**config.mk**
```make
export PLATFORM = sky130hd
export DESIGN_NAME = quad_pos_counter
export DESIGN_NICKNAME = d
export VERILOG_FILES = /design/src/rtl/qpc_pkg.sv /design/src/rtl/qpc_sync.sv /design/src/rtl/qpc_step_decode.sv /design/src/rtl/qpc_position.sv /design/src/rtl/quad_pos_counter.sv
export SDC_FILE = /design/constraint.sdc
export NUM_CORES = 1
export LEC_CHECK = 0
export BUFFER_PORTS_ARGS = -buffer_cell sky130_fd_sc_hd__buf_2
export CAP_MARGIN = 40
export CORE_ASPECT_RATIO = 2
export CORE_MARGIN = 10
export CORE_UTILIZATION = 57
export DETAILED_ROUTE_END_ITERATION = 7
export GPL_ROUTABILITY_DRIVEN = 0
export PLACE_DENSITY = 0.81
export SYNTH_ARGS = -nofsm -noshare
export SYNTH_HDL_FRONTEND = slang
export SYNTH_SLANG_ARGS = --single-unit
```
**constraint.sdc**
```tcl
create_clock -name clk -period 2.9 [get_ports clk]
set_clock_uncertainty 0.2 [all_clocks]
set_input_delay 0.145 -clock clk [delete_from_list [all_inputs] [get_ports clk]]
set_output_delay 0.145 -clock clk [all_outputs]
set_load 0.05 [all_outputs]
```
**src/rtl/qpc_pkg.sv**
```systemverilog
package qpc_pkg;

    typedef enum logic {
        ENC_PHASE  = 1'b0,
        ENC_CNTDIR = 1'b1
    } enc_mode_e;

    // One decoded step request
    typedef struct packed {
        logic valid;
        logic up;
    } step_t;

endpackage

```
**src/rtl/qpc_sync.sv**
```systemverilog
module qpc_sync #(
    parameter int STAGES = 2,
    parameter int W      = 2
) (
    input  logic         clk,
    input  logic         rst_n,
    input  logic [W-1:0] async_i,
    output logic [W-1:0] sync_o
);
    logic [W-1:0] chain_q [STAGES];
    logic [W-1:0] chain_d [STAGES];

    always_comb begin
        chain_d[0] = async_i;
        for (int i = 1; i < STAGES; i++) begin
            chain_d[i] = chain_q[i-1];
        end
    end

    always_ff @(posedge clk or negedge rst_n) begin
        if (!rst_n) begin
            for (int i = 0; i < STAGES; i++) begin
                chain_q[i] <= '0;
            end
        end else begin
            for (int i = 0; i < STAGES; i++) begin
                chain_q[i] <= chain_d[i];
            end
        end
    end

    assign sync_o = chain_q[STAGES-1];

endmodule

```
**src/rtl/qpc_step_decode.sv**
```systemverilog
module qpc_step_decode
    import qpc_pkg::*;
(
    input  logic       clk,
    input  logic       rst_n,
    input  logic       en_i,
    input  enc_mode_e  mode_i,
    input  logic [1:0] ab_i,      // {a, b}, already synchronized
    output step_t      step_o
);
    typedef struct packed {
        logic [1:0] prev;
    } dec_state_t;

    dec_state_t st_d, st_q;
    step_t      step_d;
    logic       a_cur, b_cur, a_prv;
    logic [1:0] delta;

    assign a_cur = ab_i[1];
    assign b_cur = ab_i[0];
    assign a_prv = st_q.prev[1];
    assign delta = ab_i ^ st_q.prev;

    always_comb begin
        st_d.prev = ab_i;   // history follows the inputs even while disabled
        step_d    = '0;
        if (en_i) begin
            if (mode_i == ENC_PHASE) begin
                // exactly one input moved: legal Gray transition
                if (delta == 2'b01 || delta == 2'b10) begin
                    step_d.valid = 1'b1;
                    step_d.up    = a_prv ^ b_cur;
                end
            end else begin
                if (a_cur && !a_prv) begin
                    step_d.valid = 1'b1;
                    step_d.up    = b_cur;
                end
            end
        end
    end

    always_ff @(posedge clk or negedge rst_n) begin
        if (!rst_n) begin
            st_q <= '0;
        end else begin
            st_q <= st_d;
        end
    end

    assign step_o = step_d;

    // a two-bit jump in phase mode never yields a step
    p_illegal_jump_r4: assert property (@(posedge clk) disable iff (!rst_n)
        (mode_i == ENC_PHASE && ab_i == ~st_q.prev) |-> !step_o.valid);

    // with input a low, count/direction mode yields no step
    p_cd_no_fall_r5: assert property (@(posedge clk) disable iff (!rst_n)
        (mode_i == ENC_CNTDIR && !a_cur) |-> !step_o.valid);

endmodule

```
**src/rtl/qpc_position.sv**
```systemverilog
module qpc_position
    import qpc_pkg::*;
#(
    parameter int CNT_W = 16
) (
    input  logic             clk,
    input  logic             rst_n,
    input  step_t            step_i,
    input  logic [CNT_W-1:0] max_i,
    input  logic             clr_i,
    output logic [CNT_W-1:0] count_o,
    output logic             dir_o,
    output logic             ovf_o,
    output logic             ovf_top_o
);
    localparam logic [CNT_W-1:0] ZERO = '0;
    localparam logic [CNT_W-1:0] ONE  = CNT_W'(1);

    typedef struct packed {
        logic [CNT_W-1:0] count;
        logic             dir;
        logic             ovf;
        logic             top;
    } pos_state_t;

    pos_state_t st_d, st_q;

    always_comb begin
        st_d = st_q;
        if (clr_i) begin
            st_d.ovf = 1'b0;
        end
        if (step_i.valid) begin
            st_d.dir = step_i.up;
            if (step_i.up) begin
                if (st_q.count >= max_i) begin
                    st_d.count = ZERO;
                    st_d.ovf   = 1'b1;
                    st_d.top   = 1'b1;
                end else begin
                    st_d.count = st_q.count + ONE;
                end
            end else begin
                if (st_q.count == ZERO) begin
                    st_d.count = max_i;
                    st_d.ovf   = 1'b1;
                    st_d.top   = 1'b0;
                end else begin
                    st_d.count = st_q.count - ONE;
                end
            end
        end
    end

    always_ff @(posedge clk or negedge rst_n) begin
        if (!rst_n) begin
            st_q       <= '0;
            st_q.dir   <= 1'b1;
        end else begin
            st_q <= st_d;
        end
    end

    assign count_o   = st_q.count;
    assign dir_o     = st_q.dir;
    assign ovf_o     = st_q.ovf;
    assign ovf_top_o = st_q.top;

    // up step at the maximum wraps to zero and marks the top side
    p_wrap_top_r7: assert property (@(posedge clk) disable iff (!rst_n)
        (step_i.valid && step_i.up && count_o == max_i)
        |=> (count_o == ZERO && ovf_o && ovf_top_o));

    // down step at zero wraps to the maximum and marks the bottom side
    p_wrap_bottom_r8: assert property (@(posedge clk) disable iff (!rst_n)
        (step_i.valid && !step_i.up && count_o == ZERO)
        |=> (count_o == $past(max_i) && ovf_o && !ovf_top_o));

    // the flag only drops on a clear
    p_ovf_sticky_r9: assert property (@(posedge clk) disable iff (!rst_n)
        (ovf_o && !clr_i) |=> ovf_o);

    // the side bit moves only with a step
    p_side_hold_r9: assert property (@(posedge clk) disable iff (!rst_n)
        !step_i.valid |=> $stable(ovf_top_o));

    // direction follows the latest step
    p_dir_follow_r6: assert property (@(posedge clk) disable iff (!rst_n)
        step_i.valid |=> (dir_o == $past(step_i.up)));

endmodule

```
**src/rtl/quad_pos_counter.sv**
```systemverilog
module quad_pos_counter
    import qpc_pkg::*;
#(
    parameter int CNT_W       = 16,
    parameter int SYNC_STAGES = 2
) (
    input  logic             clk,
    input  logic             rst_n,
    input  logic             en_i,
    input  logic             mode_i,
    input  logic             phase_a_i,
    input  logic             phase_b_i,
    input  logic [CNT_W-1:0] max_i,
    input  logic             ovf_clr_i,
    output logic [CNT_W-1:0] count_o,
    output logic             dir_o,
    output logic             ovf_o,
    output logic             ovf_top_o
);
    logic [1:0] ab_sync;
    step_t      step;
    enc_mode_e  mode;

    assign mode = enc_mode_e'(mode_i);

    qpc_sync #(
        .STAGES (SYNC_STAGES),
        .W      (2)
    ) u_sync (
        .clk     (clk),
        .rst_n   (rst_n),
        .async_i ({phase_a_i, phase_b_i}),
        .sync_o  (ab_sync)
    );

    qpc_step_decode u_decode (
        .clk    (clk),
        .rst_n  (rst_n),
        .en_i   (en_i),
        .mode_i (mode),
        .ab_i   (ab_sync),
        .step_o (step)
    );

    qpc_position #(
        .CNT_W (CNT_W)
    ) u_position (
        .clk       (clk),
        .rst_n     (rst_n),
        .step_i    (step),
        .max_i     (max_i),
        .clr_i     (ovf_clr_i),
        .count_o   (count_o),
        .dir_o     (dir_o),
        .ovf_o     (ovf_o),
        .ovf_top_o (ovf_top_o)
    );

    // a disabled cycle never moves the count
    p_hold_disabled_r2: assert property (@(posedge clk) disable iff (!rst_n)
        !en_i |=> $stable(count_o));

endmodule

```
== Yosys cells after proc, flatten, opt, wreduce, memory -nomap -nowiden ==
Index checks and enable logic that the tools add are counted.
Operators by class
  add/subtract/negate cells: 2
  bitwise logic cells: 2
  equality and inequality tests: 3
  reduce and logical (&&, ||, !) cells: 6
  order comparisons: 1
  muxes and demuxes: 12
Operators with widths (count)
  $mux 16: 3
  $add 16x1->16 const B: 1
  $ge 16x16->1: 1
  $logic_not 16->1: 1
  $mux 2: 8
  $sub 16x1->16 const B: 1
  $reduce_and 3->1: 1
  $eq 2x1->1 const B: 1
  $eq 2x2->1 const B: 1
  $ne 2x2->1 const B: 1
  $reduce_bool 2->1: 1
  $xor 2x2->2: 1
  $logic_and 1x1->1: 1
  $logic_not 1->1: 1
  $logic_or 1x1->1: 1
  $mux 1: 1
  $xor 1x1->1: 1
Word-level totals
  input port bits: 23
  output and inout port bits: 19
  logic and storage cells: 33
  bits in registers: 25

== Longest topological paths before layout ==
  word-level depth: 8
  depth in mapped cells: 9
  mapped depth without buffers: 8

== By module ==
Synthesis repeated with hierarchy kept, for this count alone.
Second synthesis, totals
  cells, all modules: 286
  area total of the unflattened synthesis: 2342.2 µm²
Modules (own cells, without submodules)
  qpc_position: area an instance 2104.5 µm², cells each 268, times used 1, sequential area each 476.7 µm²
  qpc_step_decode: area an instance 137.6 µm², cells each 14, times used 1, sequential area each 50.0 µm²
  qpc_sync: area an instance 100.1 µm², cells each 4, times used 1, sequential area each 100.1 µm²

== Worst setup path after synthesis ==
No wires, ideal clock.
  path type: register to register
  start point: register u_position.st_q (netlist bit u_position.count_o[13])
  end point: register u_position.st_q (netlist bit u_position.count_o[14])
  stages on the path, launching flop included: 9
  path slack: 0.036 ns
  path buffers: 1
  data required time: 2.634 ns
  data arrival time: 2.598 ns
  cells stage by stage: dfrtp_1 -> ha_1 -> a21o_1 -> a21o_1 -> a2111o_1 -> a211o_4 -> buf_6 -> nor4_2 -> a211o_1
On the way
  cells in the longest elaborated chain, start to end: 3
  elaborated cells on any way between the ends: 7
  classes of those cells: add/sub (2); order compare (1); mux (3); reduce/logical (1)
Ends and longest elaborated chain
  start, declared: line qpc_position.sv:26  | pos_state_t st_d, st_q;
  start signal, assigned: line qpc_position.sv:60  | st_q <= st_d;
  $sub 16x1->16, or another cell as far along: line qpc_position.sv:49  | st_d.count = st_q.count - ONE;
  $mux 16, on equally long branches: line qpc_position.sv:44, qpc_position.sv:36
  $mux 16 (*): line qpc_position.sv:35  | if (step_i.up) begin
Every way passes the cells marked *; elsewhere a longest branch is shown, timed or not.
A chain may end at the register's enable or synchronous reset.

== Worst setup path in the final report ==
  start point: register u_decode.st_q[1] (netlist bit)
  end point: register u_position.st_q (netlist bit u_position.count_o[15])
On the way
  cells in the longest elaborated chain, start to end: 7
  elaborated cells on any way between the ends: 12
  classes of those cells: eq/ne (2); mux (5); bitwise (2); reduce/logical (3)
Ends and longest elaborated chain
  start, declared: line qpc_step_decode.sv:15  | dec_state_t st_d, st_q;
  start signal, assigned: line qpc_step_decode.sv:48  | st_q <= st_d;
  $xor 2x2->2: line qpc_step_decode.sv:23  | assign delta = ab_i ^ st_q.prev;
  $eq 2x1->1 / $eq 2x2->1 (equally long branches): line qpc_step_decode.sv:31  | if (delta == 2'b01 || delta == 2'b10) begin
  $logic_or 1x1->1: line qpc_step_decode.sv:31
  $mux 2: line qpc_step_decode.sv:31
  $mux 2 (*): line qpc_step_decode.sv:29  | if (mode_i == ENC_PHASE) begin
  $mux 2 (*): line qpc_step_decode.sv:28  | if (en_i) begin
  $mux 16: line qpc_position.sv:35
Marked as above.

==> flow_metrics.tcl <==
set metrics [dict create \
    ys_seq_area_frac 0.265 \
    p_per_area_nw_per_um2 949 \
    multi_input_area_sq_um 1560 \
    fp-row-count 33 \
    synth_top_cell_by_area "dfrtp_1" \
    cap_violations 0 \
    grt_max_degree 26 \
    dp.cells 384 \
    die_y_um 111 \
    ys_types 64 \
    p_leak_nw 1.39 \
    yosysWarnings 0 \
    required_ns 2.87 \
    fin_crit_sh 0.955 \
    antenna_found_initial 0 \
    netlist.area_leader.share 0.253 \
    htreeDepth 1 \
    drtIter0Drc 170 \
    worstSkewPairLatency_ns 0.28 \
    fillers 383 \
    start_util 0.586 \
    critPathLaunchType "register" \
    r2r_cells 9 \
    hold_path_depth 3 \
    ir_drop_uv 637 \
    final_cell_count_no_fill 393 \
    dr.pass1.iters 7 \
    relSlewSlack 0.595 \
    drcViolationCount 0 \
    holdWs_ns 0.0465 \
    hold_viol 0 \
    crit_path_max_fanout 12 \
    mostFrequentLayoutCells "buf_2 (41), nor2_1 (25), nand2_1 (25)" \
    num_antenna_cells 0 \
    clockBufferDepth 2 \
    wl_um 7130 \
    ant_nets 0 \
    syn_to_final_growth_pct 17.5 \
    synth_area_leaders "dfrtp_1 (25%), ha_1 (11%), nand2_1 (4.0%)" \
    slowest_stage "dfrtp_1" \
    die_area_sq_um 7290 \
    dp_hpwl_um 5450 \
    cts_post_setup_buffers_inserted 0 \
    grt_pass1_vias 2519 \
    critPathMaxStageDelay_ns 0.40 \
    crit_chain "inv_1 -> ha_1 -> xnor2_2 -> mux2_2 -> a41oi_2 -> a211oi_1 -> buf_4 -> a21o_1 -> a211o_1" \
    ios 42 \
    postSynthCellCount 288 \
    final_common_cell "buf_2" \
    crit_type "register to register" \
    seqCellArea_sq_um 627 \
    root_buffer "clkbuf_8" \
    synthArstFlopShare 1.00 \
    clk_pin_slew_ns 0.10 \
    arrival_ns 2.74 \
    slew_viol_final 0 \
    nets 385 \
    gr-total-overflow 0 \
    ys_seq_elements 25 \
    hold_class "input port to register" \
    grt_use_total 0.198 \
    status "finished, final reports clean" \
    via_per_inst 6.42 \
    cts_sinks 25 \
    fin_crit_ns 2.77 \
    grt_pass1_wl_um 11800 \
    tritoncts "yes" \
    numCtsBuffers 3 \
    ys.flop_type "dfrtp_1" \
    coreArea_sq_um 4050 \
    port_buffers 41 \
    end_kind "register" \
    die_width_um 65.6 \
    synth_edf_count 0 \
    rsz0062_at_grt "no" \
    avgRoutedWirePerCell_um 18.2 \
    max_clock_freq_mhz 361 \
    syn_area_per_cell_sq_um 8.23 \
    syn_area_sq_um 2370 \
    worst_pin_slew_ns 0.605 \
    drive_above_1_share 0.235 \
    synth_nets 331 \
    tns_ns 0 \
    setup_viol 0 \
    vias 2523 \
]
## per-stage QoR
step / area, sq um / utilization / total power, mW / setup WS, ns
floorplan: 2370 / - / 1.89 / 0.0357
global placement: 2690 / 0.664 / 2.34 / 0.260
detailed placement: 2690 / 0.664 / 2.38 / 0.181
CTS: 2780 / 0.688 / 2.62 / 0.144
global route: 2780 / 0.688 / 2.83 / 0.0389
finish: 2780 / 0.688 / 2.64 / 0.131
## cell usage after synthesis (all sizes together) (2+ instances only)
master,n
a211o,6
a211oi,8
a21o,5
a21oi,16
a221o,2
a221oi,2
a311oi,2
a31oi,4
and3,8
and4bb,2
buf,14
clkbuf,3
dfrtp,24
ha,20
inv,22
nand2,25
nand2b,3
nand3,12
nand4,5
nor2,25
nor3,11
nor3b,2
nor4,5
o211ai,2
o21a,2
o21ai,17
o22ai,3
or3,2
or4b,2
xnor2,5
xor2,6
## metal layers
metal | GRT usage | vias to the layer above | share of wire
li1 | - | 1169 | -
met3 | 0.0304 | 41 | 0.067
met2 | 0.350 | 136 | 0.51
met4 | 0.118 | 0 | 0.065
met5 | 0 | - | 0
met1 | 0.206 | 1177 | 0.35
## sequential cells by signal, indices dropped and copies added, names as in the netlist
signal and count:
u_position.ovf_top_o 1, u_position.ovf_o 1, u_sync.chain_d 2, u_position.dir_o 1, u_sync.sync_o 2, u_position.count_o 16, u_decode.st_q 2
## final timing paths
check                                       start                      to  slack [ns]
worst min-delay path                    max_i[12]  u_position.count_o[12]        0.05
worst max register to register   u_decode.st_q[1]  u_position.count_o[15]        0.13
worst min register to register  u_sync.chain_d[0]        u_sync.sync_o[0]        0.16
max in group asynchronous                   rst_n   u_position.count_o[7]        1.90
min in group asynchronous                   rst_n   u_position.count_o[0]        0.20
worst max-delay path             u_decode.st_q[1]  u_position.count_o[15]        0.13
## cell type report
| class | instances | area share |
|---|---|---|
| Multi-Input combinational cell | 224 | 0.559 |
| Clock inverter | 1 | 0.00270 |
| Clock buffer | 3 | 0.0148 |
| Timing Repair Buffer | 66 | 0.146 |
| Tap cell | 52 | 0.0234 |
| Sequential cell | 25 | 0.225 |
| Inverter | 22 | 0.0297 |
## cell families (layout without fill, tap and decap cells)
logic type,count (synthesis),after routing,share of synthesized area
AND/OR/NAND/NOR,112,112,0.259
flip-flops,25,25,0.265
buffers and inverters,39,92,0.0792
adder cells (fa/ha/maj),20,20,0.106
XOR/XNOR,11,11,0.0438
AO/OA/AOI/OAI,79,79,0.239
multiplexers,2,2,0.00898
## where the power goes
part | total, mW | internal [mW] | switching (mW)
sequential | 0.603 | 0.459 | 0.144
combinational | 1.81 | 0.616 | 1.20
clock | 0.224 | 0.0976 | 0.126
## worst max-delay path, delay by kind of cell, from the launching register on
family                     cells  cell delay (ns)
AOI/OAI and AO/OA              4             0.86
DFF                            1             0.40
muxes                          1             0.39
adders and majority gates      1             0.31
buffers and inverters          2             0.27
xor gates and xnor gates       1             0.23
## what timing repair did
item	in CTS	in global routing
hold buffers	5	0
hold endpoints to repair	28	0
endpoints found under the setup margin	0	0
resized for setup	0	0
Power figures use the tool's default switching activity.
